<file path="src/rtl/txa_pkg.sv">
package txa_pkg;
  localparam int PRI_W = 2;
  localparam int NPRI  = 1 << PRI_W;

  typedef enum logic [1:0] {
    MODE_QUAD_NARROW = 2'd0,
    MODE_DUAL_MEDIUM = 2'd1,
    MODE_SINGLE_WIDE = 2'd2,
    MODE_SPARE       = 2'd3
  } port_mode_e;

  // Left shift applied to the base depth for a given port mode
  function automatic int unsigned depth_shift(input logic [1:0] mode);
    case (port_mode_e'(mode))
      MODE_QUAD_NARROW: return 0;
      MODE_DUAL_MEDIUM: return 1;
      default:          return 2;
    endcase
  endfunction
endpackage

</file>
<file path="src/rtl/txa_credit.sv">
module txa_credit
  import txa_pkg::*;
#(
  parameter int BASE_DEPTH = 8,
  parameter int WM_W       = 6,
  parameter int CNT_W      = 6
) (
  input  logic [1:0]           mode_i,
  input  logic [NPRI*WM_W-1:0] wm_i,
  input  logic [CNT_W-1:0]     occ_i,
  output logic [CNT_W-1:0]     depth_o,
  output logic [NPRI-1:0]      credit_o
);
  localparam int SUM_W = ((WM_W > CNT_W) ? WM_W : CNT_W) + 1;

  always_comb begin
    depth_o = CNT_W'(BASE_DEPTH) << depth_shift(mode_i);
  end

  // A level keeps credit while occupancy plus its reserve stays below depth
  for (genvar p = 0; p < NPRI; p++) begin : g_lvl
    logic [SUM_W-1:0] need;
    assign need        = SUM_W'(occ_i) + SUM_W'(wm_i[p*WM_W +: WM_W]);
    assign credit_o[p] = need < SUM_W'(depth_o);
  end
endmodule

</file>
<file path="src/rtl/txa_picker.sv">
module txa_picker
  import txa_pkg::*;
#(
  parameter int NREQ  = 4,
  parameter int IDX_W = 2
) (
  input  logic                  clk,
  input  logic                  rst_n,
  input  logic [NREQ-1:0]       elig_i,
  input  logic [NREQ*PRI_W-1:0] pri_i,
  input  logic [IDX_W-1:0]      ptr_i,
  output logic                  pick_vld_o,
  output logic [IDX_W-1:0]      pick_idx_o
);
  logic [PRI_W-1:0] pri_a [NREQ];
  logic [PRI_W-1:0] top_pri;
  logic             any_elig;
  logic [NREQ-1:0]  cand;
  logic             hi_waiting;

  for (genvar i = 0; i < NREQ; i++) begin : g_unpack
    assign pri_a[i] = pri_i[i*PRI_W +: PRI_W];
    assign cand[i]  = elig_i[i] && (pri_a[i] == top_pri);
  end

  // Highest priority among eligible requesters
  always_comb begin
    top_pri  = '0;
    any_elig = 1'b0;
    for (int i = 0; i < NREQ; i++) begin
      if (elig_i[i] && (!any_elig || pri_a[i] > top_pri)) begin
        top_pri  = pri_a[i];
        any_elig = 1'b1;
      end
    end
  end

  // Rotating search over the top-priority candidates, starting at ptr
  always_comb begin
    pick_vld_o = 1'b0;
    pick_idx_o = '0;
    for (int k = 0; k < NREQ; k++) begin
      int j;
      j = (int'(ptr_i) + k) % NREQ;
      if (!pick_vld_o && cand[IDX_W'(j)]) begin
        pick_vld_o = 1'b1;
        pick_idx_o = IDX_W'(j);
      end
    end
  end

  always_comb begin
    hi_waiting = 1'b0;
    for (int i = 0; i < NREQ; i++) begin
      if (elig_i[i] && pri_a[i] > pri_a[pick_idx_o]) hi_waiting = 1'b1;
    end
  end

  AST_PICK_ELIG: assert property (@(posedge clk) disable iff (!rst_n)
    pick_vld_o |-> elig_i[pick_idx_o]);
  AST_PICK_TOP: assert property (@(posedge clk) disable iff (!rst_n)
    pick_vld_o |-> !hi_waiting);
  AST_PICK_ANY: assert property (@(posedge clk) disable iff (!rst_n)
    (|elig_i) |-> pick_vld_o);
endmodule

</file>
<file path="src/rtl/txa_occupancy.sv">
module txa_occupancy #(
  parameter int CNT_W = 6
) (
  input  logic             clk,
  input  logic             rst_n,
  input  logic             inc_i,
  input  logic             dec_i,
  output logic [CNT_W-1:0] occ_o
);
  logic [CNT_W-1:0] occ_q, occ_d;
  logic             occ_en;

  always_comb begin
    occ_en = inc_i ^ dec_i;
    occ_d  = occ_q;
    if (inc_i && !dec_i)                    occ_d = occ_q + 1'b1;
    else if (dec_i && !inc_i && occ_q != 0) occ_d = occ_q - 1'b1;
  end

  always_ff @(posedge clk or negedge rst_n) begin
    if (!rst_n)      occ_q <= '0;
    else if (occ_en) occ_q <= occ_d;
  end

  assign occ_o = occ_q;

  AST_OCC_INC: assert property (@(posedge clk) disable iff (!rst_n)
    (inc_i && !dec_i) |=> occ_q == $past(occ_q) + CNT_W'(1));
  AST_OCC_DEC: assert property (@(posedge clk) disable iff (!rst_n)
    (dec_i && !inc_i) |=> occ_q == $past(occ_q) - CNT_W'(1));
  AST_OCC_BALANCE: assert property (@(posedge clk) disable iff (!rst_n)
    (inc_i == dec_i) |=> $stable(occ_q));
  AST_NO_UNDERFLOW: assert property (@(posedge clk) disable iff (!rst_n)
    dec_i |-> occ_q != '0);
endmodule

</file>
<file path="src/rtl/tx_credit_arb.sv">
module tx_credit_arb
  import txa_pkg::*;
#(
  parameter int NREQ       = 4,
  parameter int LEN_W      = 4,
  parameter int BASE_DEPTH = 8,
  parameter int WM_W       = 6,
  localparam int IDX_W     = (NREQ > 1) ? $clog2(NREQ) : 1,
  localparam int CNT_W     = $clog2(BASE_DEPTH * 4) + 1
) (
  input  logic                  clk,
  input  logic                  rst_n,
  input  logic [1:0]            mode_i,
  input  logic [NPRI*WM_W-1:0]  wm_i,
  input  logic [NREQ-1:0]       req_vld_i,
  input  logic [NREQ*PRI_W-1:0] req_pri_i,
  input  logic [NREQ*LEN_W-1:0] req_len_i,
  input  logic                  beat_rdy_i,
  input  logic                  rel_i,
  output logic [NREQ-1:0]       gnt_o,
  output logic [IDX_W-1:0]      gnt_idx_o,
  output logic                  beat_last_o,
  output logic [CNT_W-1:0]      occ_o
);
  logic [PRI_W-1:0] pri_a [NREQ];
  logic [LEN_W-1:0] len_a [NREQ];
  logic [NREQ-1:0]  elig;
  logic [NPRI-1:0]  credit;
  logic [CNT_W-1:0] depth;
  logic [CNT_W-1:0] occ;
  logic             pick_vld;
  logic [IDX_W-1:0] pick_idx;

  logic             busy_q, busy_d;
  logic [IDX_W-1:0] sel_q, sel_d;
  logic [LEN_W-1:0] len_q, len_d;
  logic [LEN_W-1:0] beat_q, beat_d;
  logic [IDX_W-1:0] ptr_q, ptr_d;
  logic             start, last, ctl_en;

  for (genvar i = 0; i < NREQ; i++) begin : g_req
    assign pri_a[i] = req_pri_i[i*PRI_W +: PRI_W];
    assign len_a[i] = req_len_i[i*LEN_W +: LEN_W];
    assign elig[i]  = req_vld_i[i] & credit[pri_a[i]];
    assign gnt_o[i] = busy_q && (sel_q == IDX_W'(i));
  end

  txa_credit #(
    .BASE_DEPTH(BASE_DEPTH),
    .WM_W      (WM_W),
    .CNT_W     (CNT_W)
  ) i_credit (
    .mode_i  (mode_i),
    .wm_i    (wm_i),
    .occ_i   (occ),
    .depth_o (depth),
    .credit_o(credit)
  );

  txa_picker #(
    .NREQ (NREQ),
    .IDX_W(IDX_W)
  ) i_picker (
    .clk       (clk),
    .rst_n     (rst_n),
    .elig_i    (elig),
    .pri_i     (req_pri_i),
    .ptr_i     (ptr_q),
    .pick_vld_o(pick_vld),
    .pick_idx_o(pick_idx)
  );

  txa_occupancy #(
    .CNT_W(CNT_W)
  ) i_occ (
    .clk  (clk),
    .rst_n(rst_n),
    .inc_i(start),
    .dec_i(rel_i),
    .occ_o(occ)
  );

  assign start  = !busy_q && pick_vld;
  assign last   = busy_q && beat_rdy_i && (beat_q == len_q);
  assign ctl_en = start || (busy_q && beat_rdy_i);

  // Grant control next state
  always_comb begin
    busy_d = busy_q;
    sel_d  = sel_q;
    len_d  = len_q;
    beat_d = beat_q;
    ptr_d  = ptr_q;
    if (start) begin
      busy_d = 1'b1;
      sel_d  = pick_idx;
      len_d  = len_a[pick_idx];
      beat_d = '0;
    end else if (busy_q && beat_rdy_i) begin
      if (beat_q == len_q) begin
        busy_d = 1'b0;
        ptr_d  = (sel_q == IDX_W'(NREQ - 1)) ? '0 : sel_q + 1'b1;
      end else begin
        beat_d = beat_q + 1'b1;
      end
    end
  end

  always_ff @(posedge clk or negedge rst_n) begin
    if (!rst_n) begin
      busy_q <= 1'b0;
      sel_q  <= '0;
      len_q  <= '0;
      beat_q <= '0;
      ptr_q  <= '0;
    end else if (ctl_en) begin
      busy_q <= busy_d;
      sel_q  <= sel_d;
      len_q  <= len_d;
      beat_q <= beat_d;
      ptr_q  <= ptr_d;
    end
  end

  assign gnt_idx_o   = sel_q;
  assign beat_last_o = last;
  assign occ_o       = occ;

  AST_GNT_ONEHOT: assert property (@(posedge clk) disable iff (!rst_n)
    $onehot0(gnt_o));
  AST_GNT_HELD: assert property (@(posedge clk) disable iff (!rst_n)
    (busy_q && !last) |=> busy_q && $stable(sel_q));
  AST_GAP_AFTER_LAST: assert property (@(posedge clk) disable iff (!rst_n)
    last |=> gnt_o == '0);
  AST_GNT_CREDIT: assert property (@(posedge clk) disable iff (!rst_n)
    start |-> credit[pri_a[pick_idx]]);
  AST_NO_OVERFLOW: assert property (@(posedge clk) disable iff (!rst_n)
    occ <= depth);
  AST_PTR_ADVANCE: assert property (@(posedge clk) disable iff (!rst_n)
    last |=> ptr_q == (($past(sel_q) == IDX_W'(NREQ - 1)) ? '0 : $past(sel_q) + 1'b1));
endmodule

</file>
<file path="config.mk">
export PLATFORM = sky130hd
export DESIGN_NAME = tx_credit_arb
export DESIGN_NICKNAME = d
export VERILOG_FILES = /design/src/rtl/txa_pkg.sv /design/src/rtl/txa_credit.sv /design/src/rtl/txa_picker.sv /design/src/rtl/txa_occupancy.sv /design/src/rtl/tx_credit_arb.sv
export SDC_FILE = /design/constraint.sdc
export NUM_CORES = 1
export LEC_CHECK = 0
export BUFFER_PORTS_ARGS = -buffer_cell sky130_fd_sc_hd__buf_2
export CAP_MARGIN = 20
export CORE_AREA = 2 2 77 79
export CTS_CLUSTER_SIZE = 28
export DETAILED_ROUTE_END_ITERATION = 16
export DIE_AREA = 0 0 79 81
export PLACE_DENSITY_LB_ADDON = 0.3
export SKIP_LAST_GASP = 1
export SLEW_MARGIN = 20
export SYNTH_ARGS = -nofsm -noshare
export SYNTH_HDL_FRONTEND = slang
export SYNTH_SLANG_ARGS = --single-unit
</file>
<file path="constraint.sdc">
create_clock -name clk -period 28.9 [get_ports clk]
set_input_delay 7.225 -clock clk [delete_from_list [all_inputs] [get_ports clk]]
set_output_delay 7.225 -clock clk [all_outputs]
set_load 0.03 [all_outputs]
</file>
After elaboration in Yosys (flattened, before gate mapping). Index checks and enable logic that the tools add are counted.

Bits in registers: 19. Word-level logic and storage cells: 143. Output and inout port bits: 13.

Shift-type cells: 1. Reductions and logical operators: 44. Equality and inequality tests: 10. Add/sub/neg operators: 11. Bitwise logic cells: 7. Multiplexer cells: 48. $lt $le $gt $ge: 16.

Operator list (number): $add 6x6->7 (4); $lt 7x6->1 (4); $mux 1 (22); $logic_and 1x1->1 (20); $mux 4 (5); $mux 2 (9); $bmux 1 s2 (8); $lt 2x4->1 const B (4); $lt 2x3->1 const B (4); $mux 6 (2); $logic_not 1->1 (9); $bmux 4 s2 (1); $eq 2x2->1 (4); $add 6x1->6 const B (1); $gt 2x2->1 (3); $reduce_and 3->1 (2); $reduce_bool 2->1 (3); $reduce_bool 6->1 (1); $shl 4x2->6 const A (1); $sub 6x1->6 const B (1); $add 2x1->2 const B (2); $add 2x2->2 const B (2); $add 4x1->4 const B (1); $and 1x1->1 (4); other kinds (13) (20).

Logic depth before layout (Yosys ltp).
Word-level depth: 41. Depth in mapped cells: 50.

By module. From an unflattened synthesis, not the netlist that was laid out.

Cell total of the unflattened synthesis: 311. Area, all modules: 2850.2 um^2.

By module, submodules not included: txa_credit (area each 907.1 um^2, seq. area each 0.0 um^2, times used 1, cells an instance 108); tx_credit_arb (area each 872.1 um^2, seq. area each 325.3 um^2, times used 1, cells an instance 80); txa_picker (area each 571.8 um^2, seq. area each 0.0 um^2, times used 1, cells an instance 79); txa_occupancy (area each 499.2 um^2, seq. area each 150.1 um^2, times used 1, cells an instance 44).

Least setup slack after synthesis. Ideal clock, no wire load.

Path kind: input to register. Start: in wm_i[8]. End: reg i_occ.occ_q[5] (netlist: i_occ.occ_o[5]). Slack: 13.000 ns. Buffers on the path: 0. Stages on the path: 48. Library setup time: 0.138 ns. Arrival time: 15.762 ns. Path through: ha_1 -> a21oi_1 -> and2_1 -> nor2b_1 -> o21a_1 -> nor2_1 -> xnor2_1 -> ha_1 -> a211oi_1 -> nand2_1 -> nor3_2 -> a221oi_1 -> nor2_1 -> nand2_1 -> ha_1 -> nor2b_1 -> o2111ai_1 -> nor4_1 -> (+12 left out) -> a21oi_1 -> o21ai_1 -> o41a_4 -> nand2_1 -> o211a_1 -> and4b_4 -> o31ai_4 -> inv_4 -> ha_1 -> inv_1 -> ha_1 -> a21o_1 -> a21oi_1 -> o21bai_1 -> a21oi_1 -> xnor2_1 -> nand2_1 -> xnor2_1.

Cells in the longest elaborated chain, start to end: 39.

Ends and longest elaborated chain: start: declaration (line tx_credit_arb.sv:14) `input logic [NPRI*WM_W-1:0] wm_i,`; $add 6x6->7 (*) (line txa_credit.sv:23) `assign need = SUM_W'(occ_i) + SUM_W'(wm_i[p*WM_W +: WM_W]);`; $lt 7x6->1 (*) (line txa_credit.sv:24) `assign credit_o[p] = need < SUM_W'(depth_o);`; $bmux 1 s2 (line tx_credit_arb.sv:44) `assign elig[i] = req_vld_i[i] & credit[pri_a[i]];`; $mux 1 (not written as such) (line tx_credit_arb.sv:44); $and 1x1->1 (line tx_credit_arb.sv:44); $mux 2 or $mux 1 (tied branches) (line txa_picker.sv:31) `if (elig_i[i] && (!any_elig || pri_a[i] > top_pri)) begin`; $gt 2x2->1 or $logic_not 1->1 (tied branches) (line txa_picker.sv:31); $logic_or 1x1->1 (line txa_picker.sv:31); (+22 left out); $logic_not 1->1 (line txa_picker.sv:45) `if (!pick_vld_o && cand[IDX_W'(j)]) begin`; $logic_and 1x1->1 (line txa_picker.sv:45); $mux 1 (*) (line txa_picker.sv:45); $logic_and 1x1->1 (*) (line tx_credit_arb.sv:83) `assign start = !busy_q && pick_vld;`; $logic_not 1->1 (line txa_occupancy.sv:17) `else if (dec_i && !inc_i && occ_q != 0) occ_d = occ_q - 1'b1;`; $logic_and 1x1->1 (2 in a row) (line txa_occupancy.sv:17); $reduce_bool 2->1 (no line); $reduce_and 2->1 (no line); end signal: assignment (line txa_occupancy.sv:21) `if (!rst_n) occ_q <= '0;`; end signal: assignment (line txa_occupancy.sv:22) `else if (occ_en) occ_q <= occ_d;`; end: declaration (line txa_occupancy.sv:10) `logic [CNT_W-1:0] occ_q, occ_d;`.

Every way passes the cells marked *; elsewhere a longest branch is shown, timed or not. The select of a mux whose other input is x is not followed. A chain may end at the register's enable or synchronous reset.

Worst setup path in the final report.
Start: in wm_i[2]. End: reg i_occ.occ_q[5] (netlist: i_occ.occ_o[5]).

The elaborated chain is that of the path after synthesis.

==> flow_summary.toml <==
[worst_setup_path]
r2r_end = "i_occ.occ_o[5]"
critPathSlowestCell = "nor2_1"
cp-startpoint = "wm_i[2]"
path_class = "in2reg"
cp.required_ps = 29040
r2r_setup_slack_ps = 18340
cp_common_cell = "ha_1"
crit_fanout = 9
critPathMaxStageDelay_ps = 480
worstReg2RegStart = "i_occ.occ_o[2]"
cp.arrival_ps = 17240
endpoint = "i_occ.occ_o[5]"
cp-start-kind = "input port"
r2r_cells = 48
end_kind = "flip-flop"

[pwr]
p_clk_share_pct = 4.7
swShare_pct = 52.54
p_switching_mw = 0.2128
p_comb_share_pct = 80.7
p_leak_nw = 1.680
p_seq_share_pct = 14.7
p_int_mw = 0.1923
power_density_mw_per_mm2 = 113.3
ir_drop_mv = 0.06095

[sta]
worst_pin_slew_ps = 635.6
slew_headroom_pct = 57.63
timing.fmax_mhz = 58.47
slew_viol_final = 0
min_period_over_period_pct = 59.18
grt_setup_unrepaired = "false"
fin_skew_ps = 0.8230
fin_tns_setup_ps = 0
period_needed_ps = 17100
setup_viol = 0
hold_violations = 0

[clocking]
cts-resized-gates = 0
clkTransAtPathRegs_ps = 70
tritoncts = "done"
clockBufferDepth = 2
cts_buffers = 3
ctsHtreeMaxLevel = 1
clkLatencyLatePin_ps = 260
cts_root_buffer = "clkbuf_8"
post_cts_buffers = 0
cts_sinks = 19
holdBufCountCts = 0

[detailed_routing]
postRouteAntennaNets = 0
viasPerCell = 5.975
dr_total_vias = 3089
remaining_drc_errors = 0
drtIter0Drc = 188
dr.pass1.iters = 4
wl_per_cell_um = 15.48
wl_mm = 8.003

[floorplan]
die_x_um = 79
fp.dieH_um = 81
die-area_mm2 = 0.006399
start_util_pct = 54.81
rows = 28
core_mm2 = 0.005675
ios = 71

[final_layout]
layout.nets = 551
diodes = 0
syn2layout_area_growth_pct = 14.92
layout_commonest_cell = "buf_2"
drive_gt1_share_pct = 22.62
fin_cells = 517
layout_common_cells = "buf_2, ha_1, nor2_1, nand2_1, dfrtp_1"

[logic_synthesis]
async_flop_share_pct = 100.0
synth-compound-area-share_pct = 26.07
syn_nets = 481
synthCells = 373
yosys_warnings = 0
synth_edf_count = 0
netlist_area_mm2 = 0.003110
yosys.area_share.simple_pct = 23.61
synthAdderAreaFrac_pct = 20.35
ys.flop_type = "dfrtp_1"
ys_seq_elements = 19
synth_cell_types = 68
ys_seq_area_share_pct = 15.29
syn_area_per_cell_um2 = 8.339
synth_top_family_by_area = "compound AO/OA/AOI/OAI gates"
synthMuxAreaShare_pct = 5.551
synth-xor-area-share_pct = 5.913

[outcome]
status = "finished, final reports clean"

[placed_design]
gp_congestion = 0.9432
port_buffers = 70
dp_hpwl_mm = 6.758
dp.cells = 513

[grt]
grt_pass1_vias = 2980
antenna_found_initial = 0
grt_overflow = 0
track_usage_pct = 25.55
grt_max_degree = 20
grt_first_pass_wirelength_mm = 13.41

[run]
drv_cap = 0

[hold_path]
min_path_type = "reg2reg"
-- stage by stage --
step                      area (um2)  total power [mW]  util [%]  hold WS [ps]  setup WS [ps]
final                           3575            0.4051     62.99         556.0          11800
after global placement          3528            0.3745     62.17         511.8          12000
after CTS                       3575            0.4046     62.99         542.4          11940
after floorplan                 3110            0.3180         -         474.9          13000
after global routing            3575            0.4479     62.99         567.6          10910
after detailed placement        3528            0.3845     62.17         523.6          11670
-- Yosys cell counts, types with 7 or more instances --
master,instances,area share (%)
a211oi_1,7,1.7
a21oi_1,18,2.9
and2_1,11,2.2
dfrtp_1,19,15
ha_1,49,20
inv_1,18,2.2
mux2i_1,9,2.9
nand2_1,31,3.7
nand3_1,9,1.4
nand4_1,7,1.4
nor2_1,34,4.1
nor2b_1,9,1.8
nor3_1,11,1.8
nor4_1,7,1.4
o21a_1,9,2.2
o21ai_0,14,2.3
xnor2_1,14,3.9
xor2_1,7,2.0
-- per-layer routing --
layer  vias up  global-route usage (%)  share of wire [%]
met3        14                   2.889                4.2
met1      1427                   31.76                 43
met2        92                   48.14                 51
met5         -                       0                  0
met4         0                   4.483                1.4
li1       1556                       -                  -
-- cells by family after synthesis --
logic type / Yosys count
XOR/XNOR: 21
adder cells (fa/ha/maj): 50
AO/OA/AOI/OAI: 103
flip-flops: 19
multiplexers: 15
buffers and inverters: 24
AND/OR/NAND/NOR: 141
-- worst min path at each step --
| stage | cells past startpoint | start | slack, ps | end |
|---|---|---|---|---|
| after floorplan | 2 | len_q[0] | 470 | len_q[0] |
| after global placement | 2 | len_q[1] | 510 | len_q[1] |
| after detailed placement | 2 | len_q[1] | 520 | len_q[1] |
| after CTS | 2 | len_q[1] | 540 | len_q[1] |
| after global routing | 2 | len_q[0] | 570 | len_q[0] |
| final | 2 | len_q[0] | 560 | len_q[0] |
-- critical path, delay by kind of cell --
kind	cells	cell delay [ps]
AO/OA/AOI/OAI	18	3970
AND/OR/NAND/NOR	16	3200
adder cells (fa/ha/maj)	7	1850
buffers and inverters	5	580
XOR/XNOR	3	380
-- flip-flops by register name, indices dropped and copies added (netlist names) --
register,count
gnt_idx_o,2
len_q,4
busy_q,1
ptr_q,2
beat_q,4
i_occ.occ_o,6
-- cell type report --
cell class / count / area, um2
fill: 522 / 2101
sequential: 19 / 475.5
clock buffer: 3 / 41.29
inverter: 19 / 73.82
clock inverter: 1 / 5.005
tap: 75 / 93.84
multi-input combinational: 330 / 2535
timing repair buffer: 70 / 350.3
-- power by group through the flow --
stage / sequential [mW] / combinational [mW] / clock (mW)
floorplan: 0.0639 / 0.254 / 0
global placement: 0.0594 / 0.315 / 0
detailed placement: 0.0603 / 0.324 / 0
CTS: 0.0600 / 0.325 / 0.0193
global route: 0.0624 / 0.365 / 0.0203
finish: 0.0594 / 0.327 / 0.0190
(Power assumes the default switching activity.)
